--- config.mk ---
export PLATFORM = sky130hd
export DESIGN_NAME = syn_agree_logger
export DESIGN_NICKNAME = d
export VERILOG_FILES = /design/src/rtl/slg_pkg.sv /design/src/rtl/slg_pair_tracker.sv /design/src/rtl/slg_frame_accum.sv /design/src/rtl/slg_sat_counter.sv /design/src/rtl/syn_agree_logger.sv
export SDC_FILE = /design/constraint.sdc
export NUM_CORES = 1
export LEC_CHECK = 0
export BUFFER_PORTS_ARGS = -buffer_cell sky130_fd_sc_hd__buf_2
export CAP_MARGIN = 40
export CELL_PAD_IN_SITES_DETAIL_PLACEMENT = 2
export CELL_PAD_IN_SITES_GLOBAL_PLACEMENT = 2
export CORE_ASPECT_RATIO = 1.25
export CORE_MARGIN = 8
export CORE_UTILIZATION = 40
export DETAILED_ROUTE_END_ITERATION = 10
export PLACE_DENSITY = 0.81
export SETUP_SLACK_MARGIN = 0.05
export SLEW_MARGIN = 30
export SYNTH_ARGS = -nofsm -noshare
export SYNTH_HDL_FRONTEND = slang
export SYNTH_SLANG_ARGS = --single-unit
--- constraint.sdc ---
create_clock -name clk -period 2.9 [get_ports clk]
set_input_delay 0.145 -clock clk [delete_from_list [all_inputs] [get_ports clk]]
set_output_delay 0.145 -clock clk [all_outputs]
set_load 0.005 [all_outputs]
--- src/rtl/slg_pkg.sv ---
// Shared types and check-to-qubit mapping for the syndrome agreement logger.
// Assumes a square DIM x DIM data grid, with qubit index = row*DIM + column.
package slg_pkg;

    typedef enum logic {
        FRAME_SEL_X = 1'b0,
        FRAME_SEL_Z = 1'b1
    } frame_sel_e;

    // Qubit toggled by X-type check k (vertical neighbours, lower one taken).
    function automatic int xchk_target(input int k, input int dim);
        int p;
        int c;
        p = k / dim;
        c = k % dim;
        return (p + 1) * dim + c;
    endfunction

    // Qubit toggled by Z-type check k (horizontal neighbours, right one taken).
    function automatic int zchk_target(input int k, input int dim);
        int m;
        int p;
        int r;
        m = k - dim * (dim - 1);
        p = m / dim;
        r = m % dim;
        return r * dim + p + 1;
    endfunction

endpackage

--- src/rtl/slg_pair_tracker.sv ---
// Holds the first result of each ancilla and pairs it with the next result.
// Assumes at most one measurement per cycle. flush drops every stored result
// and blocks the measurement of that cycle. Event outputs are combinational.
module slg_pair_tracker #(
    parameter int NUM_ANC = 12,
    parameter int ANC_W   = 4,
    parameter int ROUND_W = 4
) (
    input  logic               clk,
    input  logic               rst_n,
    input  logic               flush,
    input  logic               in_vld,
    input  logic [ANC_W-1:0]   in_anc,
    input  logic [ROUND_W-1:0] in_rnd,
    input  logic               in_bit,
    output logic               ev_agree,
    output logic               ev_mis,
    output logic [ANC_W-1:0]   ev_anc,
    output logic               ev_bit
);

    logic               pend_vld [NUM_ANC];
    logic               pend_bit [NUM_ANC];
    logic [ROUND_W-1:0] pend_rnd [NUM_ANC];

    logic take;
    logic hit_pend;
    logic hit_bit;

    // Accept a measurement only when no readout flush is in progress.
    assign take = in_vld && !flush;

    // Look up the stored result of the addressed ancilla, if one exists.
    always_comb begin
        hit_pend = 1'b0;
        hit_bit  = 1'b0;
        for (int a = 0; a < NUM_ANC; a++) begin
            if (in_anc == ANC_W'(a)) begin
                hit_pend = pend_vld[a] && (pend_rnd[a] == in_rnd);
                hit_bit  = pend_bit[a];
            end
        end
    end

    // Classify the completed pair, if there is one.
    always_comb begin
        ev_agree = take && hit_pend && (hit_bit == in_bit);
        ev_mis   = take && hit_pend && (hit_bit != in_bit);
        ev_anc   = in_anc;
        ev_bit   = in_bit;
    end

    for (genvar a = 0; a < NUM_ANC; a++) begin : g_slot
        logic sel;
        logic pairs;
        assign sel   = take && (in_anc == ANC_W'(a));
        assign pairs = pend_vld[a] && (pend_rnd[a] == in_rnd);

        // Store a first result, or release it when its partner arrives.
        always_ff @(posedge clk) begin
            if (!rst_n || flush) begin
                pend_vld[a] <= 1'b0;
                pend_bit[a] <= 1'b0;
                pend_rnd[a] <= '0;
            end else if (sel) begin
                if (pairs) begin
                    pend_vld[a] <= 1'b0;
                end else begin
                    pend_vld[a] <= 1'b1;
                    pend_bit[a] <= in_bit;
                    pend_rnd[a] <= in_rnd;
                end
            end
        end
    end

endmodule

--- src/rtl/slg_frame_accum.sv ---
// Running X and Z correction frames, toggled by committed syndromes of value 1.
// Assumes ancillas 0..NUM_ANC/2-1 are X-type and the rest are Z-type.
// flush clears both frames.
module slg_frame_accum
    import slg_pkg::*;
#(
    parameter int DIM     = 3,
    parameter int NUM_ANC = 2 * DIM * (DIM - 1),
    parameter int ANC_W   = 4,
    parameter int NQ      = DIM * DIM
) (
    input  logic             clk,
    input  logic             rst_n,
    input  logic             flush,
    input  logic             commit,
    input  logic [ANC_W-1:0] anc,
    input  logic             syn_bit,
    output logic [NQ-1:0]    xfrm,
    output logic [NQ-1:0]    zfrm
);

    localparam int HALF = NUM_ANC / 2;

    logic [NUM_ANC-1:0] hit;
    logic [NQ-1:0]      xtgl;
    logic [NQ-1:0]      ztgl;

    for (genvar k = 0; k < NUM_ANC; k++) begin : g_hit
        assign hit[k] = commit && syn_bit && (anc == ANC_W'(k));
    end

    // Turn the committed check into a one-hot toggle on its mapped qubit.
    always_comb begin
        xtgl = '0;
        ztgl = '0;
        for (int k = 0; k < NUM_ANC; k++) begin
            if (hit[k]) begin
                if (k < HALF) xtgl[xchk_target(k, DIM)] = 1'b1;
                else          ztgl[zchk_target(k, DIM)] = 1'b1;
            end
        end
    end

    // Fold the toggles into the frames; a flush starts an empty epoch.
    always_ff @(posedge clk) begin
        if (!rst_n || flush) begin
            xfrm <= '0;
            zfrm <= '0;
        end else begin
            xfrm <= xfrm ^ xtgl;
            zfrm <= zfrm ^ ztgl;
        end
    end

endmodule

--- src/rtl/slg_sat_counter.sv ---
// Saturating up-counter for disagreeing measurement pairs.
// Assumes at most one increment per cycle. Only reset clears it.
module slg_sat_counter #(
    parameter int CNT_W = 4
) (
    input  logic             clk,
    input  logic             rst_n,
    input  logic             inc,
    output logic [CNT_W-1:0] cnt
);

    localparam logic [CNT_W-1:0] CNT_MAX = '1;

    // Count up on each event and stop at all ones.
    always_ff @(posedge clk) begin
        if (!rst_n)                      cnt <= '0;
        else if (inc && cnt != CNT_MAX)  cnt <= cnt + 1'b1;
    end

endmodule

--- src/rtl/syn_agree_logger.sv ---
// Top of the repeated syndrome agreement logger. It pairs repeated ancilla
// results, logs agreeing flips into X/Z frames and counts disagreements.
// On the final readout it emits the corrected logical bit and both frames.
// Assumes one measurement per cycle; a readout has priority and clears the
// epoch.
module syn_agree_logger
    import slg_pkg::*;
#(
    parameter int DIM     = 3,
    parameter int ROUND_W = 4,
    parameter int CNT_W   = 4,
    parameter int NUM_ANC = 2 * DIM * (DIM - 1),
    parameter int ANC_W   = $clog2(NUM_ANC),
    parameter int NQ      = DIM * DIM
) (
    input  logic               clk,
    input  logic               rst_n,
    input  logic               meas_valid,
    input  logic [ANC_W-1:0]   meas_anc,
    input  logic [ROUND_W-1:0] meas_round,
    input  logic               meas_bit,
    input  logic               rd_valid,
    input  logic               rd_basis,
    input  logic               rd_bit,
    output logic               done,
    output logic               logical_out,
    output logic [NQ-1:0]      corr_x,
    output logic [NQ-1:0]      corr_z,
    output logic [CNT_W-1:0]   mismatch_cnt
);

    logic             ev_agree;
    logic             ev_mis;
    logic [ANC_W-1:0] ev_anc;
    logic             ev_bit;
    logic [NQ-1:0]    xfrm;
    logic [NQ-1:0]    zfrm;
    frame_sel_e       sel;

    slg_pair_tracker #(
        .NUM_ANC (NUM_ANC),
        .ANC_W   (ANC_W),
        .ROUND_W (ROUND_W)
    ) u_pair (
        .clk      (clk),
        .rst_n    (rst_n),
        .flush    (rd_valid),
        .in_vld   (meas_valid),
        .in_anc   (meas_anc),
        .in_rnd   (meas_round),
        .in_bit   (meas_bit),
        .ev_agree (ev_agree),
        .ev_mis   (ev_mis),
        .ev_anc   (ev_anc),
        .ev_bit   (ev_bit)
    );

    slg_frame_accum #(
        .DIM     (DIM),
        .NUM_ANC (NUM_ANC),
        .ANC_W   (ANC_W),
        .NQ      (NQ)
    ) u_frame (
        .clk     (clk),
        .rst_n   (rst_n),
        .flush   (rd_valid),
        .commit  (ev_agree),
        .anc     (ev_anc),
        .syn_bit (ev_bit),
        .xfrm    (xfrm),
        .zfrm    (zfrm)
    );

    slg_sat_counter #(
        .CNT_W (CNT_W)
    ) u_mis (
        .clk   (clk),
        .rst_n (rst_n),
        .inc   (ev_mis),
        .cnt   (mismatch_cnt)
    );

    assign sel = frame_sel_e'(rd_basis);

    // Capture the net correction and the corrected logical bit at readout.
    always_ff @(posedge clk) begin
        if (!rst_n) begin
            done        <= 1'b0;
            logical_out <= 1'b0;
            corr_x      <= '0;
            corr_z      <= '0;
        end else begin
            done <= rd_valid;
            if (rd_valid) begin
                corr_x      <= xfrm;
                corr_z      <= zfrm;
                logical_out <= rd_bit ^ ((sel == FRAME_SEL_Z) ? ^zfrm : ^xfrm);
            end
        end
    end

endmodule

==> out/qor.yml, run 1 <==
cts_sinks: 102
path_buf_inv: 0
fmax_mhz: 399
clk_pin_slew_ps: 70
arrival_ps: 2790
reg2reg_depth: 7
nNetsFinal: 549
r2r_end: "u_frame.xfrm[7]"
io_pins: 39
p_total_mw: 3.08
clockBufferDepth: 2
synth_cell_type_count: 52
rsz0062_at_grt: "no"
whs_endpoint: "u_mis.cnt[3]"
syn_avg_cell_area_sq_um: 10.7
hold_path.class: "input pin to flop"
cts_max_level: 3
crit_family: "simple AND/OR/NAND/NOR gates"
start_util_pct: 41.0
synthTopCellsByCount: "72 x edfxtp_1, 62 x and2_1, 53 x nand2_1, 38 x xnor2_1, 30 x dfxtp_1"
max_cap_violations: 0
finalSetupViolCount: 0
crit_path_start_kind: "flop"
fin_crit_sh_pct: 86.5
ir_drop_mv: 0.236
grt_pass1_vias: 4226
critical_path.slowest_cell: "and4_1"
relSlewSlack_pct: 45.6
r2r_start: "u_pair.pend_rnd[10][1]"
cts_hold_buf: 0
post-route-min-period_ps: 2510
drv_slew: 0
numCtsBuffers: 9
core-area_sq_um: 13300
clock-skew-final_ps: 11.0
yosysTopAreaCell: "edfxtp_1"
wl_um: 14300
clk_latency_ps: 350
yosysMostFrequentCell: "edfxtp_1"
fillers: 1403
first_iter_violations: 145
grt_max_degree: 26
synthTopCellsByArea: "edfxtp_1 40%, dfxtp_1 11%, and2_1 7.1%"
n_antenna_cell: 0
synth_edf_count: 72
cts_tree: "done"
dieArea_sq_um: 17600
power_leakage_nw: 2.27
cts_setup_buffers: 0
area_growth_pct: 11.0
dieHeight_um: 146
wire_per_inst_um: 20.1
synth_area_sq_um: 5450
cp.required_ps: 3180
power.density_nw_per_um2: 509
drive_gt1_share_pct: 14.1
rows: 47
ys_seq_area_share_pct: 50.7
critPathMaxFanout: 10
worst_setup_path_end_kind: "flop"
tightestPinTransition_ps: 807
status: "complete, no violations"
synth_warnings: 0
drt_first_pass_iters: 4
synth_cells: 508
gr-usage-all-layers_pct: 16.8
gp_congestion: 0.775
hold_depth: 3
holdCritStartpoint: "rst_n"
setup_tns_ps: 0
vias: 3736
ys.flop_type: "edfxtp_1"
finalHoldViolations: 0
ant_nets: 0
routed_via_density: 5.27
die_w_um: 120
ys_ff_latch: 102
post-synth-top-area-fraction_pct: 39.7
critPathKind: "flop to flop"
drc_errors: 0
hpwl_um: 10300
path_cells: "xor2_1 > nor3_1 > a311o_1 > and4_1 > nand2_4 > a2111oi_2 > mux2i_1"
io_buffers: 32
async_reset_ff_share_pct: 0
cpPeakStageDelay_ps: 490
grt_overflow: 0
grt_pass1_wl_um: 23200
antenna_found_initial: 0
reg2reg_slack_ps: 390
cts_resized: 0
cts_root_buffer: "clkbuf_16"
[state kept, by name, summed over array words and instances, names as in the netlist]
register and flops:
corr_x 6, u_pair.pend_vld 12, logical_out 1, u_pair.pend_rnd 48, done 1, corr_z 6, u_pair.pend_bit 12, u_frame.xfrm 6
u_frame.zfrm 6, u_mis.cnt 4
[tightest hold or removal path, delay by kind of cell]
kind	cells	cell delay (ps)
simple gates	1	90
buf+inv	1	180
mux	1	50
[kinds of logic after synthesis]
logic type	Yosys count	share of synthesized area (%)
AND/OR/NAND/NOR	220	21.6
XOR/XNOR	62	9.97
multiplexers	30	5.77
AO/OA/AOI/OAI	50	6.96
adder cells (fa/ha/maj)	1	0.230
other	1	0.0689
buffers and inverters	42	4.66
flip-flops	102	50.7
[report_power, final]
group	total, mW	switching [mW]	leakage (nW)	internal (mW)
sequential	1.62	0.0207	1.05	1.60
clock	1.17	0.556	0.138	0.610
combinational	0.291	0.189	1.08	0.103
[cell type report]
| class | instances | area [sq um] | share of cell area [%] |
|---|---|---|---|
| flip-flops and latches | 102 | 2760 | 45.7 |
| multi-input cells | 369 | 2450 | 40.6 |
| repair buffers | 47 | 320 | 5.30 |
| clock buffers | 11 | 243 | 4.02 |
| well taps | 171 | 214 | 3.54 |
| clock inverters | 5 | 32.5 | 0.538 |
| inverters | 4 | 15.0 | 0.248 |
[metal layers]
layer  track usage, %  vias to the layer above  wire (um)
met1             18.6                     1891       5960
met4             6.14                        0        274
met3             2.82                       16        400
met5                0                        -          0
met2             31.2                       54       7650
li1                 -                     1775          -
[how the worst max path moves through the flow]
| stage | startpoint | to | slack (ps) | cells after the start |
|---|---|---|---|---|
| floorplan | u_pair.pend_bit[0][0] | u_mis.cnt[0] | 910 | 7 |
| global placement | meas_anc[3] | u_mis.cnt[0] | 440 | 8 |
| detailed placement | meas_round[1] | u_frame.xfrm[7] | 350 | 10 |
| CTS | u_pair.pend_rnd[10][1] | u_frame.zfrm[4] | 380 | 7 |
| global route | u_pair.pend_rnd[10][1] | u_frame.zfrm[4] | 280 | 7 |
| finish | u_pair.pend_rnd[10][1] | u_frame.xfrm[7] | 390 | 7 |
[cells in the final DEF, fill, tap and decap left out, drive strengths merged, types with 3 or more instances in the layout]
master / n
a2111oi: 3
a211oi: 4
a21oi: 12
and2: 62
buf: 47
clkbuf: 11
conb: 6
dfxtp: 30
edfxtp: 72
inv: 7
mux2i: 28
nand2: 54
nand2b: 16
nand3: 18
nand4: 5
nor2: 27
nor2b: 15
nor3: 11
o21ai: 18
o31ai: 3
xnor2: 38
xor2: 24
[metrics by stage]
stage / worst slack [ps] / hold slack, ps / util (%) / area [sq um] / instances
CTS: 381 / 178 / 45.5 / 6040 / 709
finish: 391 / 174 / 45.5 / 6040 / 709
global route: 283 / 188 / 45.5 / 6040 / 709
detailed placement: 353 / 494 / 43.4 / 5770 / 693
global placement: 442 / 475 / 43.4 / 5760 / 692
floorplan: 909 / 300 / - / 5460 / 513
Power figures use the tool's default switching activity.
==> run 2: changes to the inputs <==
--- a/config.mk
+++ b/config.mk
@@ -14,2 +14,3 @@
 export CORE_UTILIZATION = 40
+export CTS_CLUSTER_DIAMETER = 40
 export DETAILED_ROUTE_END_ITERATION = 10
==> constraint.sdc (replaced) <==
create_clock -name clk -period 2.9 [get_ports clk]
set_input_delay 0.435 -clock clk [delete_from_list [all_inputs] [get_ports clk]]
set_output_delay 0.435 -clock clk [all_outputs]
set_load 0.005 [all_outputs]
==> out/qor.yml, run 2 (same netlist as run 1, synthesis figures left out) <==
use_met2_pct: 36.2  # was 31.2%
tightestPinTransition_ps: 588  # was 807 ps
cts_sinks: 102  # unchanged
finalSetupViolCount: 0  # unchanged
cts_root_buffer: "clkbuf_16"  # unchanged
dieHeight_um: 146  # unchanged
critPathMaxFanout: 14  # was 10
gr-usage-all-layers_pct: 19.0  # was 16.8%
layoutNonFillerInstCount: 732  # was 709
die_w_um: 120  # unchanged
hpwl_um: 11800  # was 10300 um
io_pins: 39  # unchanged
vias: 3876  # was 3736
placed_cell_area_sq_um: 5920  # was 5770 sq um
arrival_ps: 2730  # was 2790 ps
largest_register_ffs: 48  # unchanged
post-route-min-period_ps: 2470  # was 2510 ps
cts_hold_buf: 0  # unchanged
clk_pin_slew_ps: 80  # was 70 ps
relSlewSlack_pct: 60.6  # was 45.6%
fin_area_sq_um: 6180  # was 6040 sq um
cts_setup_buffers: 0  # unchanged
multi_input_area_sq_um: 2450  # unchanged
final-seq-area_sq_um: 2760  # unchanged
grt_pass1_wl_um: 25700  # was 23200 um
max_cap_violations: 0  # unchanged
regMostFlops: "u_pair.pend_rnd"  # unchanged
pre_cts_slack_ps: 140  # was 353 ps
grt_max_degree: 20  # was 26
crit_path_start_kind: "input pin"  # was flop
dieArea_sq_um: 17600  # unchanged
n_antenna_cell: 0  # unchanged
drt_first_pass_iters: 4  # unchanged
drive_gt1_share_pct: 17.5  # was 14.1%
cp.required_ps: 3160  # was 3180 ps
finalHoldViolations: 0  # unchanged
grt-busiest-layer: "met2"  # unchanged
cts_tree: "done"  # unchanged
critPathKind: "input pin to flop"  # was flop to flop
grt_pass1_vias: 4519  # was 4226
area_growth_pct: 13.6  # was 11.0%
first_iter_violations: 157  # was 145
final_cell_mix: "72 x edfxtp_1, 62 x and2_1, 53 x nand2_1"  # unchanged
wire_per_inst_um: 22.1  # was 20.1 um
start_util_pct: 41.0  # unchanged
rows: 47  # unchanged
grt_overflow: 0  # unchanged
worst_setup_path_end_kind: "flop"  # unchanged
routed_via_density: 5.30  # was 5.27
cts_max_level: 3  # unchanged
gp_congestion: 0.801  # was 0.775
drv_slew: 0  # unchanged
antenna_found_initial: 0  # unchanged
io_buffers: 32  # unchanged
wl_um: 16100  # was 14300 um
drc_errors: 0  # unchanged
grt_use_met1_pct: 19.9  # was 18.6%
placed_cells: 716  # was 693
ir_drop_mv: 0.213  # was 0.236 mV
clock-skew-final_ps: 11.9  # was 11.0 ps
hold_slack_ps: 437  # was 174 ps
numCtsBuffers: 9  # unchanged
clk_latency_ps: 360  # was 350 ps
setup_tns_ps: 0  # unchanged
fillers: 1391  # was 1403
power.density_nw_per_um2: 498  # was 509 nW/um^2
power_leakage_nw: 2.37  # was 2.27 nW
rsz0062_at_grt: "no"  # unchanged
hold_path.class: "input pin to flop"  # unchanged
reg.largest.list: "u_pair.pend_rnd: 48 flops, u_pair.pend_bit: 12 flops, u_pair.pend_vld: 12 flops"  # unchanged
cts_resized: 0  # unchanged
met3_usage_pct: 2.58  # was 2.82%
setup_slack_ps: 427  # was 391 ps
nNetsFinal: 572  # was 549
core-area_sq_um: 13300  # unchanged
ant_nets: 0  # unchanged
layout_commonest_cell: "edfxtp_1"  # unchanged
fin_crit_sh_pct: 85.3  # was 86.5%
clockBufferDepth: 2  # unchanged
status: "complete, no violations"  # unchanged
fmax_mhz: 404  # was 399 MHz
[run 2: final cells by class]
cell class	instances	share of cell area, %
sequential	102	44.7
multi-input combinational	369	39.7
timing repair buffer	70	7.61
clock buffer	11	3.76
tap	171	3.46
clock inverter	5	0.566
inverter	4	0.243
[run 2: layer usage]
metal / part of all wire [%] / vias to the layer above
li1: - / 1817
met2: 56 / 60
met1: 38 / 1970
met5: 0 / -
met4: 3.2 / 0
met3: 2.3 / 29
[run 2: path summary, 6_finish.rpt]
| check | startpoint | endpoint | slack, ps | cells past startpoint |
|---|---|---|---|---|
| hold / removal | rst_n | logical_out | 440 | 2 |
| setup / recovery | meas_round[0] | u_frame.xfrm[8] | 430 | 10 |
| setup reg to reg | u_pair.pend_rnd[7][1] | u_frame.xfrm[8] | 470 | 7 |
| hold reg to reg | logical_out | logical_out | 500 | 1 |
[run 2: worst max-delay path: stages]
cell       delay [ps]
buf_2             310
buf_4             230
xnor2_1           120
nand3_1           140
o21ai_1           310
and4b_1           260
o31ai_2           100
buf_12            170
a2111oi_4         370
mux2i_1           280
[run 2: metrics by stage]
stage	power [mW]	util, %
floorplan	1.86	-
global placement	1.95	44.5
detailed placement	1.97	44.5
CTS	3.10	46.5
global route	3.17	46.5
finish	3.08	46.5
[run 2: where the power goes]
group          leakage, nW  internal [mW]  switching (mW)
logic                 1.18          0.118           0.200
clock network        0.132          0.586           0.556
registers             1.05           1.60          0.0229
